$ cat config.mk
export PLATFORM = sky130hd
export DESIGN_NAME = cfgport_decoder
export DESIGN_NICKNAME = d
export VERILOG_FILES = /design/src/rtl/cfgport_pkg.sv /design/src/rtl/cfgport_decoder.sv
export SDC_FILE = /design/constraint.sdc
export NUM_CORES = 1
export LEC_CHECK = 0
export BUFFER_PORTS_ARGS = -buffer_cell sky130_fd_sc_hd__buf_2
export CAP_MARGIN = 20
export CORE_ASPECT_RATIO = 0.6
export CORE_MARGIN = 8
export CORE_UTILIZATION = 40
export DETAILED_ROUTE_END_ITERATION = 10
export PLACE_DENSITY = 0.9
export SLEW_MARGIN = 25
export SYNTH_ARGS = -nofsm -noshare
export SYNTH_HDL_FRONTEND = slang
export SYNTH_SLANG_ARGS = --single-unit
export TNS_END_PERCENT = 5
$ cat constraint.sdc
create_clock -name clk -period 2.7 [get_ports clk]
set_clock_uncertainty 0.2 [all_clocks]
set_input_delay 0.27 -clock clk [delete_from_list [all_inputs] [get_ports clk]]
set_output_delay 0.27 -clock clk [all_outputs]
set_load 0.05 [all_outputs]
$ cat src/rtl/cfgport_pkg.sv
package cfgport_pkg;
   typedef enum logic [1:0] {
      ST_CMD     = 2'd0,
      ST_CRC_ARG = 2'd1,
      ST_ID_ARG  = 2'd2
   } dec_st_e;
endpackage

$ cat src/rtl/cfgport_decoder.sv
module cfgport_decoder
   import cfgport_pkg::*;
#(
   parameter int              DATA_W = 32,
   parameter logic [DATA_W-1:0] SYNC_W = 32'hAA99_5566,
   parameter logic [DATA_W-1:0] DESYNC_W = 32'h3000_800D,
   parameter logic [DATA_W-1:0] RCRC_W = 32'h3000_8007,
   parameter logic [DATA_W-1:0] CRCCHK_W = 32'h3000_0001,
   parameter logic [DATA_W-1:0] IDCHK_W = 32'h3001_8001,
   parameter logic [DATA_W-1:0] DEV_ID = 32'h0AB1_2345
) (
   input  logic              clk,
   input  logic              rst_n,
   input  logic              wr,
   input  logic [DATA_W-1:0] word,
   input  logic [DATA_W-1:0] cks,
   input  logic              abort_start,
   input  logic              abort_done,
   output logic              sync_o,
   output logic              err_n_o,
   output logic              cks_clr,
   output logic              cks_acc
);
   dec_st_e st;
   logic    in_cmd;

   assign in_cmd  = wr && sync_o && (st == ST_CMD);
   assign cks_clr = in_cmd && (word == RCRC_W);
   assign cks_acc = (in_cmd && (word != RCRC_W) && (word != DESYNC_W) &&
                     (word != CRCCHK_W)) ||
                    (wr && sync_o && (st == ST_ID_ARG) && (word == DEV_ID));

   always_ff @(posedge clk or negedge rst_n) begin
      if (!rst_n) begin
         sync_o  <= 1'b0;
         err_n_o <= 1'b1;
         st      <= ST_CMD;
      end else if (abort_done) begin
         sync_o <= 1'b0;
         st     <= ST_CMD;
      end else if (abort_start) begin
         st <= ST_CMD;
      end else if (wr) begin
         if (!sync_o) begin
            if (word == SYNC_W) begin
               sync_o <= 1'b1;
               st     <= ST_CMD;
            end
         end else begin
            unique case (st)
               ST_CRC_ARG: begin
                  st <= ST_CMD;
                  if (word != cks) begin
                     err_n_o <= 1'b0;
                     sync_o  <= 1'b0;
                  end
               end
               ST_ID_ARG: begin
                  st <= ST_CMD;
                  if (word != DEV_ID) begin
                     err_n_o <= 1'b0;
                     sync_o  <= 1'b0;
                  end
               end
               default: begin
                  if (word == DESYNC_W)
                     sync_o <= 1'b0;
                  else if (word == RCRC_W)
                     err_n_o <= 1'b1;
                  else if (word == CRCCHK_W)
                     st <= ST_CRC_ARG;
                  else if (word == IDCHK_W)
                     st <= ST_ID_ARG;
               end
            endcase
         end
      end
   end


   idle_ignore_chk: assert property (@(posedge clk) disable iff (!rst_n)
      (wr && !sync_o && word != SYNC_W) |=> (!sync_o && $stable(err_n_o)));

   desync_clr_chk: assert property (@(posedge clk) disable iff (!rst_n)
      (in_cmd && word == DESYNC_W) |=> !sync_o);

   rcrc_release_chk: assert property (@(posedge clk) disable iff (!rst_n)
      cks_clr |=> err_n_o);

   crc_bad_chk: assert property (@(posedge clk) disable iff (!rst_n)
      (wr && sync_o && st == ST_CRC_ARG && word != cks) |=> (!err_n_o && !sync_o));
endmodule

Yosys cells after proc, flatten, opt, wreduce, memory -nomap -nowiden. Cells that the tools add are included.

Multiplexer cells: 24. Equality and inequality tests: 20. Reduce and logical (&&, ||, !) cells: 18. Bitwise operators: 2.

Operator list (number): $eq A32 B30 Y1 const B (4); $ne A32 B30 Y1 const B (3); $eq A32 B28 Y1 const B (1); $eq A32 B32 Y1 const B (1); $ne A32 B28 Y1 const B (1); $ne A32 B32 Y1 (1); $mux W2 (10); $mux W1 (12); $ne A5 B5 Y1 const B (2); $logic_and A1 B1 Y1 (8); $reduce_and A8 Y1 (1); $ne A6 B4 Y1 const B (1); $reduce_bool A3 Y1 (2); $reduce_and A5 Y1 (1); $ne A2 B1 Y1 const B (2); $pmux W1 S2 (2); $reduce_bool A4 Y1 (1); $ne A3 B2 Y1 const B (1); $eq A2 B1 Y1 const B (1); $eq A2 B2 Y1 const B (1); $logic_not A2 Y1 (1); $ne A2 B2 Y1 const B (1); $not A1 Y1 (2); $reduce_and A2 Y1 (1); 3 further kinds (3).

Register bits after elaboration: 4. Output and inout bits: 4. Input bits: 69.

Depth between registers and ports, before layout. Gate-level depths: netlist (run 1).

Depth after elaboration: 10. Gate-level depth with buffers: 8. Mapped depth without buffers: 8.

Worst setup path before layout (run 1). OpenSTA, ideal clock, no wires.

Kind: input to output. From: in word[17]. To: out cks_acc. Arrival time: 2230 ps. Slack: 0 ps. Path buffers: 0. Cell stages on the path: 5. Path through: or4_1 or3_4 nor4_1 a21oi_1 nor2_1.

Word-level cells in the longest chain between the ends: 5. Elaborated cells between the ends (all ways): 9. Those cells by class: eq/ne (4); reduce/logical (5).

RTL lines: from (decl) (RTL line cfgport_decoder.sv:15) `input logic [DATA_W-1:0] word,`; $ne A32 B30 Y1 (RTL line cfgport_decoder.sv:29) `assign cks_acc = (in_cmd && (word != RCRC_W) && (word != DESYNC_W) &&`; $logic_and A1 B1 Y1 (3 in a row) (RTL line cfgport_decoder.sv:29); $logic_or A1 B1 Y1 * (RTL line cfgport_decoder.sv:30) `(word != CRCCHK_W)) ||`; to (decl) (RTL line cfgport_decoder.sv:22) `output logic cks_acc`.

Every way passes the cells marked *; elsewhere a longest branch is shown, timed or not.

Worst setup path after layout (run 1). Ends and elaborated chain as after synthesis.

==> reports/metrics.yaml, run 1 <==
yosysWarnings: 0
num_vias: 1291
worstSetupPathType: "primary input to output pin"
die_w_um: 79.6
cts.htree.levels: 1
core_um2: 2230
start_kind: "primary input"
clkLatencyLatePin_ns: 0.22
ant_nets: 0
fmax_mhz: 382
ys_seq_area_frac: 0.104
yosys_register_bits: 4
final_layout_size_suffix_gt1_frac: 0.403
die_y_um: 54.2
fin_crit_sh: 0.970
fin_nets: 274
rsz0062_at_grt: "false"
max_slew_margin: 0.635
wirelength_mm: 3.80
numClockSinks: 4
syn_area_per_cell_um2: 7.89
grt_max_degree: 7
p_leak_nw: 0.675
fillerInstances: 201
drt_iter0_markers: 106
peakVddDrop_mv: 0.180
cts_inserted_buffers: 3
setup_tns_ns: 0
switching_share: 0.297
p_per_area_nw_per_um2: 236
dp_slack_ns: 0.0847
yosysUniqueCellTypes: 36
drv_cap: 0
hpwl_mm: 3.43
critPathCaptureType: "output pin"
synthCells: 123
io_pins: 73
gp_congestion: 0.998
share_seq_of_total_power: 0.178
outcome: "finished, final reports clean"
finalSetupViolations: 0
worstPathMaxFanout: 4
row_count: 13
antenna_cells: 0
antenna_found_initial: 0
slew_viol_final: 0
grt_pass1_wl_mm: 6.07
intPower_w: 0.000238
hold_violations: 0
dieArea_um2: 4310
final_util: 0.645
clkPwrFrac: 0.390
syn_to_final_growth_pct: 48.1
path_clk_slew_ns: 0.03
cts_buffer_depth: 2
power_w: 0.000339
grt_overflow: 0
numPortBuffers: 72
cts_tree: "built"
worstPathArrival_ns: 2.15
synth_edf_count: 0
pwr-share-comb: 0.432
start_util: 0.436
first_global_vias: 1308
grtUsageTotal: 0.178
syn-num-nets: 195
avgRoutedWirePerCell_um: 16.4
synth_ff_type: "dfrtp_1"
cp.required_ns: 2.23
setup_slack_ns: 0.0814
hold_path_class: "primary input to async pin"
async_reset_ff_frac: 1.00
final_cells: 231
vias_per_cell: 5.59
syn_area_um2: 971
dr.pass1.iters: 4
place_inst: 226
cts_setup_buffers: 0
drc_errors: 0
netSwitchingPower_w: 0.000101
worst_pin_slew_ns: 0.539
min_period_ns: 2.62
cts_root_buf: "clkbuf_8"
worst paths after layout:
check                            from  endpoint  slack [ns]  depth (start not counted)
max in group asynchronous       rst_n   err_n_o        1.90                          2
min reg2reg                   err_n_o   err_n_o        0.27                          2
min in group clk           abort_done    sync_o        0.24                          3
min                             rst_n     st[1]        0.19                          2
max                          word[17]   cks_acc        0.08                          7
max reg2reg                     st[0]     st[0]        0.45                          8
cells in the mapped netlist (all sizes together) (2+ instances only):
master	count	area [um2]
inv	5	18.8
ha	3	37.5
nor4b	3	26.3
or4b	4	40.0
nand3	3	15.0
xor2	4	35.0
and4b	4	40.0
dfrtp	3	75.1
nor3	3	15.0
or3	3	23.8
nand2b	2	12.5
xnor2	29	254
nand4	10	62.6
a21oi	2	10.0
nand2	7	26.3
nor2	11	41.3
or4	3	22.5
o21ai	3	18.8
nor4	6	37.5
worst max-delay path, stage by stage:
cell	delay, ns
buf_2	0.11
or4_1	0.56
or3_4	0.38
nor4_1	0.38
a21oi_1	0.07
nor2_1	0.09
buf_2	0.27
sequential cells by signal (all words and copies together) (netlist names):
register / count
err_n_o: 1
st: 2
sync_o: 1
metal layers:
| metal | track usage | share of wire | routed length, um | up-vias |
|---|---|---|---|---|
| met5 | 0 | 0 | 0 | - |
| met4 | 0.0183 | 0.0097 | 37 | 0 |
| met3 | 0.0482 | 0.12 | 467 | 6 |
| met2 | 0.281 | 0.42 | 1600 | 95 |
| met1 | 0.244 | 0.45 | 1690 | 563 |
| li1 | - | - | - | 627 |
cell type report:
class | count | area [um2] | area share
sequential | 4 | 101 | 0.0705
clock buffer | 4 | 45.0 | 0.0313
tap | 30 | 37.5 | 0.0261
inverter | 5 | 18.8 | 0.0131
timing repair buffer | 74 | 378 | 0.263
multi-input combinational | 114 | 857 | 0.596
power groups by stage:
stage	clock network (W)	logic (W)	registers (W)
finish	0.000132	0.000147	0.0000604
global route	0.000145	0.000159	0.0000604
CTS	0.000134	0.000146	0.0000604
detailed placement	0	0.000144	0.0000611
global placement	0	0.000139	0.0000611
floorplan	0	0.0000589	0.0000611
kinds of logic after synthesis:
| family | after synthesis | share of synthesized area |
|---|---|---|
| adder cells (fa/ha/maj) | 3 | 0.0387 |
| buffers and inverters | 5 | 0.0193 |
| multiplexers | 1 | 0.0103 |
| AO/OA/AOI/OAI | 12 | 0.111 |
| XOR/XNOR | 33 | 0.298 |
| flip-flops | 4 | 0.104 |
| AND/OR/NAND/NOR | 65 | 0.419 |
through the flow:
step	hold WS (ns)	area, um2
after floorplan	-0.226	971
after global placement	-0.120	1380
after detailed placement	-0.118	1380
after CTS	0.187	1430
after global routing	0.222	1440
final	0.188	1440
placed cells by master (no fill, tap or decap), types with 2 or more instances in the layout:
cell type and count:
dfrtp_1 3, or4_1 3, nor3_1 3, a21oi_1 2, nor4b_1 3, xor2_1 4, nor2_1 11, xnor2_1 29
and4b_1 4, o21ai_0 2, nand2b_1 2, or4b_1 4, buf_2 72, clkbuf_8 3, nand2_1 7, inv_1 5
ha_1 3, nor4_1 5, nand4_1 10, nand3_1 3, or3_1 2
timing repair:
| action | CTS | global route |
|---|---|---|
| hold buffers | 1 | 0 |
| setup endpoints to repair | 0 | 1 |
| resized for setup | 0 | 1 |
| hold endpoints to repair | 4 | 0 |
Note: power is estimated with default switching activity, not from simulation.
==> inputs of run 2 (changes only) <==
--- a/config.mk
+++ b/config.mk
@@ -11,6 +11,7 @@
 export CORE_MARGIN = 8
 export CORE_UTILIZATION = 40
 export DETAILED_ROUTE_END_ITERATION = 10
+export MAX_ROUTING_LAYER = met4
 export PLACE_DENSITY = 0.9
 export SLEW_MARGIN = 25
 export SYNTH_ARGS = -nofsm -noshare
==> run 2 against run 1 <==
Via count up 1.2%. Sequential share of layout area about the same. Power up 1.5%. Cell count up 0.43%. Worst hold slack worse by 0.0035 ns. Highest routed layer unchanged.
==> reports/metrics.yaml, run 2 (synthesis gave the netlist of run 1 again) <==
drt_iter0_markers: 45
start_kind: "primary input"
start_util: 0.436
die_y_um: 54.2
cp.required_ns: 2.23
avgRoutedWirePerCell_um: 16.0
ant_nets: 0
p_leak_nw: 0.681
rsz0062_at_grt: "false"
io_pins: 73
wirelength_mm: 3.71
die_w_um: 79.6
worstSetupPathType: "primary input to output pin"
first_global_vias: 1322
cts_setup_buffers: 0
share_seq_of_total_power: 0.175
max_flop_register: "st"
drv_cap: 0
min_period_ns: 2.57
vias_per_cell: 5.63
switching_share: 0.306
reg.largest.list: "st x2, err_n_o x1, sync_o x1"
antenna_cells: 0
cts_buffer_depth: 2
p_per_area_nw_per_um2: 238
clkLatencyLatePin_ns: 0.22
slew_viol_final: 0
grtUsageTotal: 0.179
pwr-share-comb: 0.422
netSwitchingPower_w: 0.000106
final_layout_size_suffix_gt1_frac: 0.406
final_common_cell: "buf_2"
hold_violations: 0
max_slew_margin: 0.633
core_um2: 2230
gp_congestion: 0.963
hpwl_mm: 3.34
peakVddDrop_mv: 0.134
numClockSinks: 4
cts_inserted_buffers: 3
num_vias: 1306
syn_to_final_growth_pct: 48.8
hold_path_class: "primary input to async pin"
dr.pass1.iters: 4
intPower_w: 0.000239
cts.htree.levels: 1
clkPwrFrac: 0.403
fin_nets: 275
fmax_mhz: 388
place_inst: 227
final_cells: 232
fin_crit_sh: 0.954
row_count: 13
critPathCaptureType: "output pin"
grt_overflow: 0
outcome: "finished, final reports clean"
numPortBuffers: 72
finalSetupViolations: 0
dp_slack_ns: 0.0996
cts_root_buf: "clkbuf_8"
worst_pin_slew_ns: 0.543
final_cell_mix: "buf_2 (72), xnor2_1 (29), nor2_1 (11), nand4_1 (10), nand2_1 (7)"
worstPathMaxFanout: 4
grt_max_degree: 7
setup_slack_ns: 0.125
worstPathArrival_ns: 2.10
largest_reg_flops: 2
drc_errors: 0
cts_tree: "built"
antenna_found_initial: 0
setup_tns_ns: 0
grt_pass1_wl_mm: 5.79
path_clk_slew_ns: 0.03
dieArea_um2: 4310
run 2: area by class of cell:
class                   instances  area (um2)
clock buffers                   4        45.0
fillers                       197         783
inverters                       5        18.8
multi-input cells             114         857
flip-flops and latches          4         101
well taps                      30        37.5
repair buffers                 75         385
run 2: final timing paths:
kind                            slack [ns]  cells past startpoint      end       start
worst min register to register        0.26                      2  err_n_o     err_n_o
max in group asynchronous             1.91                      2  err_n_o       rst_n
worst min-delay path                  0.18                      2   sync_o       rst_n
worst max register to register        0.45                      7    st[0]       st[0]
min in group clk                      0.22                      3   sync_o  abort_done
worst max-delay path                  0.13                      8  cks_clr    word[19]
run 2: critical path, cell delays in order:
cell and delay, ns:
buf_2 0.13, or4b_1 0.58, nor4_1 0.33, buf_4 0.17, nand2_1 0.06, nor2_1 0.11
and4_1 0.19, buf_2 0.26
run 2: repair_timing:
| action | in CTS | in global routing |
|---|---|---|
| gates resized for setup | 0 | 1 |
| hold endpoints to repair | 4 | 0 |
| hold buffers | 1 | 0 |
| endpoints found under the setup margin | 0 | 1 |
run 2: power groups by stage:
stage          clock network, W  logic (W)  registers, W
6_report               0.000139   0.000145     0.0000604
5_1_grt                0.000150   0.000157     0.0000604
4_1_cts                0.000142   0.000145     0.0000604
3_5_place_dp                  0   0.000143     0.0000611
3_3_place_gp                  0   0.000139     0.0000611
2_1_floorplan                 0  0.0000589     0.0000611
run 2: per-stage QoR:
step | power [W] | instance area, um2 | utilization | hold WS, ns
2_1_floorplan | 0.000120 | 971 | - | -0.226
4_1_cts | 0.000348 | 1440 | 0.646 | 0.178
3_5_place_dp | 0.000204 | 1380 | 0.621 | -0.118
6_report | 0.000344 | 1450 | 0.649 | 0.184
3_3_place_gp | 0.000201 | 1380 | 0.621 | -0.119
5_1_grt | 0.000368 | 1450 | 0.649 | 0.213
run 2: layer usage:
layer  GRT usage  wire length (um)
met5           -                 0
met4      0.0488                19
met2       0.266              1530
met3      0.0532               466
met1       0.230              1690
==> inputs of run 3 (changes only) <==
--- a/config.mk
+++ b/config.mk
@@ -5,14 +5,14 @@
 export SDC_FILE = /design/constraint.sdc
 export NUM_CORES = 1
 export LEC_CHECK = 0
+export ABC_AREA = 1
 export BUFFER_PORTS_ARGS = -buffer_cell sky130_fd_sc_hd__buf_2
 export CAP_MARGIN = 20
 export CORE_ASPECT_RATIO = 0.6
 export CORE_MARGIN = 8
-export CORE_UTILIZATION = 40
+export CORE_UTILIZATION = 48
 export DETAILED_ROUTE_END_ITERATION = 10
-export MAX_ROUTING_LAYER = met4
-export PLACE_DENSITY = 0.9
+export PLACE_DENSITY = 0.92
 export SLEW_MARGIN = 25
 export SYNTH_ARGS = -nofsm -noshare
 export SYNTH_HDL_FRONTEND = slang
==> constraint.sdc (replaced) <==
create_clock -name clk -period 2.55 [get_ports clk]
set_clock_uncertainty 0.2 [all_clocks]
set_input_delay 0.255 -clock clk [delete_from_list [all_inputs] [get_ports clk]]
set_output_delay 0.255 -clock clk [all_outputs]
set_load 0.05 [all_outputs]
==> run 3 against run 2 <==
Register-to-register slack improved by 0.20 ns. Largest cell class unchanged. Worst setup slack improved by 0.13 ns. Via count rose by 79%. Non-clock buffer count fell by 2. Combinational power rose by 57%. Sequential cell count did not move. Power rose by 28%. Highest routed layer unchanged. First-iteration DRC count rose to 6.0 times the previous value. Critical path depth rose by 2.
==> reports/metrics.yaml, run 3 <==
cts_root_buf: "clkbuf_8"
drc_errors: 0
drv_cap: 0
synth_edf_count: 0
critPathCaptureType: "output pin"
fin_area_um2: 2010
die_w_um: 89.2
first_global_vias: 2093
grt_pass1_wl_mm: 9.40
yosys.area.top_type: "nand2_1"
yosysWarnings: 0
core_um2: 3160
worst_pin_slew_ns: 0.331
hold_depth: 3
hold_violations: 0
avgRoutedWirePerCell_um: 13.4
cts_tree: "built"
ys_top_cells_by_count: "nand2_1 (115), inv_1 (67), nor2_1 (54)"
die_y_um: 59.9
grt_max_degree: 6
synth_ff_type: "dfrtp_1"
reg2reg_from: "st[0]"
final_layout_size_suffix_gt1_frac: 0.215
slew_viol_final: 0
place_area_um2: 1960
cts.htree.levels: 1
grtUsageTotal: 0.226
final_cell_mix: "nand2_1 (115), buf_2 (72), inv_1 (67), nor2_1 (54), nand3_1 (22)"
holdPathEnd: "sync_o"
numPortBuffers: 72
wirelength_mm: 6.04
fin_crit_sh: 0.901
largest_reg_flops: 2
ant_nets: 0
worstPathMaxFanout: 5
worstPathArrival_ns: 1.84
ctsResizeCount: 0
start_util: 0.488
syn_area_um2: 1540
async_reset_ff_frac: 1.00
synthCells: 328
io_pins: 73
syn-num-nets: 400
peakVddDrop_mv: 0.142
synth_area_leaders: "nand2_1 (28%), inv_1 (16%), nor2_1 (13%), nand3_1 (7.1%), nand4_1 (6.9%)"
grt_overflow: 0
p_per_area_nw_per_um2: 219
yosysMostFrequentCell: "nand2_1"
cts_inserted_buffers: 3
syn_area_per_cell_um2: 4.70
start_kind: "primary input"
setup_tns_ns: 0
yosys_register_bits: 4
numClockSinks: 4
syn_to_final_growth_pct: 30.6
fmax_mhz: 435
clkLatencyLatePin_ns: 0.23
finalSetupViolations: 0
dieArea_um2: 5340
cts_buffer_depth: 2
worstSetupPathType: "primary input to output pin"
max_slew_margin: 0.777
reg.largest.list: "st x2, err_n_o x1, sync_o x1"
path_clk_slew_ns: 0.04
hpwl_mm: 5.35
outcome: "finished, final reports clean"
antenna_cells: 0
hold_path_class: "primary input to flip-flop"
min_period_ns: 2.30
synth_top_area_share: 0.280
antenna_found_initial: 0
ys_seq_area_frac: 0.0657
worstSetupStartpoint: "word[30]"
r2r_cells: 8
r2r_end: "st[0]"
gp_congestion: 1.03
max_flop_register: "st"
drt_iter0_markers: 269
final_common_cell: "nand2_1"
cp.required_ns: 2.10
min_from: "abort_start"
num_vias: 2339
fin_nets: 478
row_count: 16
dr.pass1.iters: 5
p_leak_nw: 1.18
rsz0062_at_grt: "false"
fillerInstances: 352
r2r_setup_slack_ns: 0.65
vias_per_cell: 5.20
yosysUniqueCellTypes: 22
run 3: changes by cell type after synthesis, moves of 5 or more:
cell / change
nand2_1: +108
inv_1: +62
nor2_1: +43
xnor2_1: -26
nand3_1: +19
nand4_1: +7
nor3_1: +7
o21ai_0: +5
run 3: power breakdown:
part | switching [W] | total, W | internal (W) | leakage, nW
Combinational | 0.000139 | 0.000228 | 0.0000885 | 1.10
Sequential | 0.0000000912 | 0.0000642 | 0.0000642 | 0.0522
Clock | 0.0000420 | 0.000150 | 0.000108 | 0.0228
Total | 0.000181 | 0.000442 | 0.000260 | 1.18
run 3: final cells by class:
| cell class | instances | area, um2 | share of cell area |
|---|---|---|---|
| multi-input cells | 257 | 1190 | 0.591 |
| repair buffers | 73 | 370 | 0.184 |
| inverters | 67 | 251 | 0.125 |
| flip-flops and latches | 4 | 101 | 0.0503 |
| well taps | 45 | 56.3 | 0.0280 |
| clock buffers | 4 | 45.0 | 0.0224 |
run 3: kinds of logic after synthesis:
kind of cell               count (synthesis)  synth area share
and+or+nand+nor                          239             0.681
DFF                                        4            0.0657
adders and majority gates                  3            0.0243
xor gates and xnor gates                   6            0.0341
buffers and inverters                     67             0.163
AOI/OAI and AO/OA                          9            0.0316
run 3: critical path: stages:
cell,delay (ns)
buf_2,0.14
nor2_1,0.24
nand2_1,0.09
nor2_1,0.21
nand2_1,0.18
nor3_1,0.30
nor2_1,0.07
nand2_1,0.06
o21ai_0,0.08
buf_2,0.22
run 3: worst max-delay path by stage:
stage                         end  slack (ns)  cells past startpoint
after global placement    cks_acc        0.40                     10
after floorplan           cks_acc        0.08                      6
final                     cks_acc        0.25                     10
after detailed placement  cks_acc        0.35                     10
after global routing      cks_acc        0.14                     10
after CTS                 cks_acc        0.35                     10
run 3: per-layer routing:
| layer | wire length [um] | global-route usage |
|---|---|---|
| met4 | 43 | 0.0352 |
| met5 | 0 | 0 |
| met2 | 2340 | 0.331 |
| met1 | 2790 | 0.326 |
| met3 | 864 | 0.0521 |
run 3: repair_timing:
action / 4_1_cts / 5_1_grt
hold buffers: 1 / 0
endpoints found under the hold margin: 4 / 0
setup buffers: 0 / 0
run 3: metrics by stage:
stage	cells	utilization	hold WS, ns	total power, W	setup slack (ns)
finish	450	0.637	0.0866	0.000442	0.253
CTS	450	0.637	0.0905	0.000435	0.353
floorplan	328	-	-0.241	0.000176	0.0814
detailed placement	445	0.619	-0.132	0.000284	0.354
global route	450	0.637	0.144	0.000473	0.139
global placement	445	0.619	-0.136	0.000282	0.396
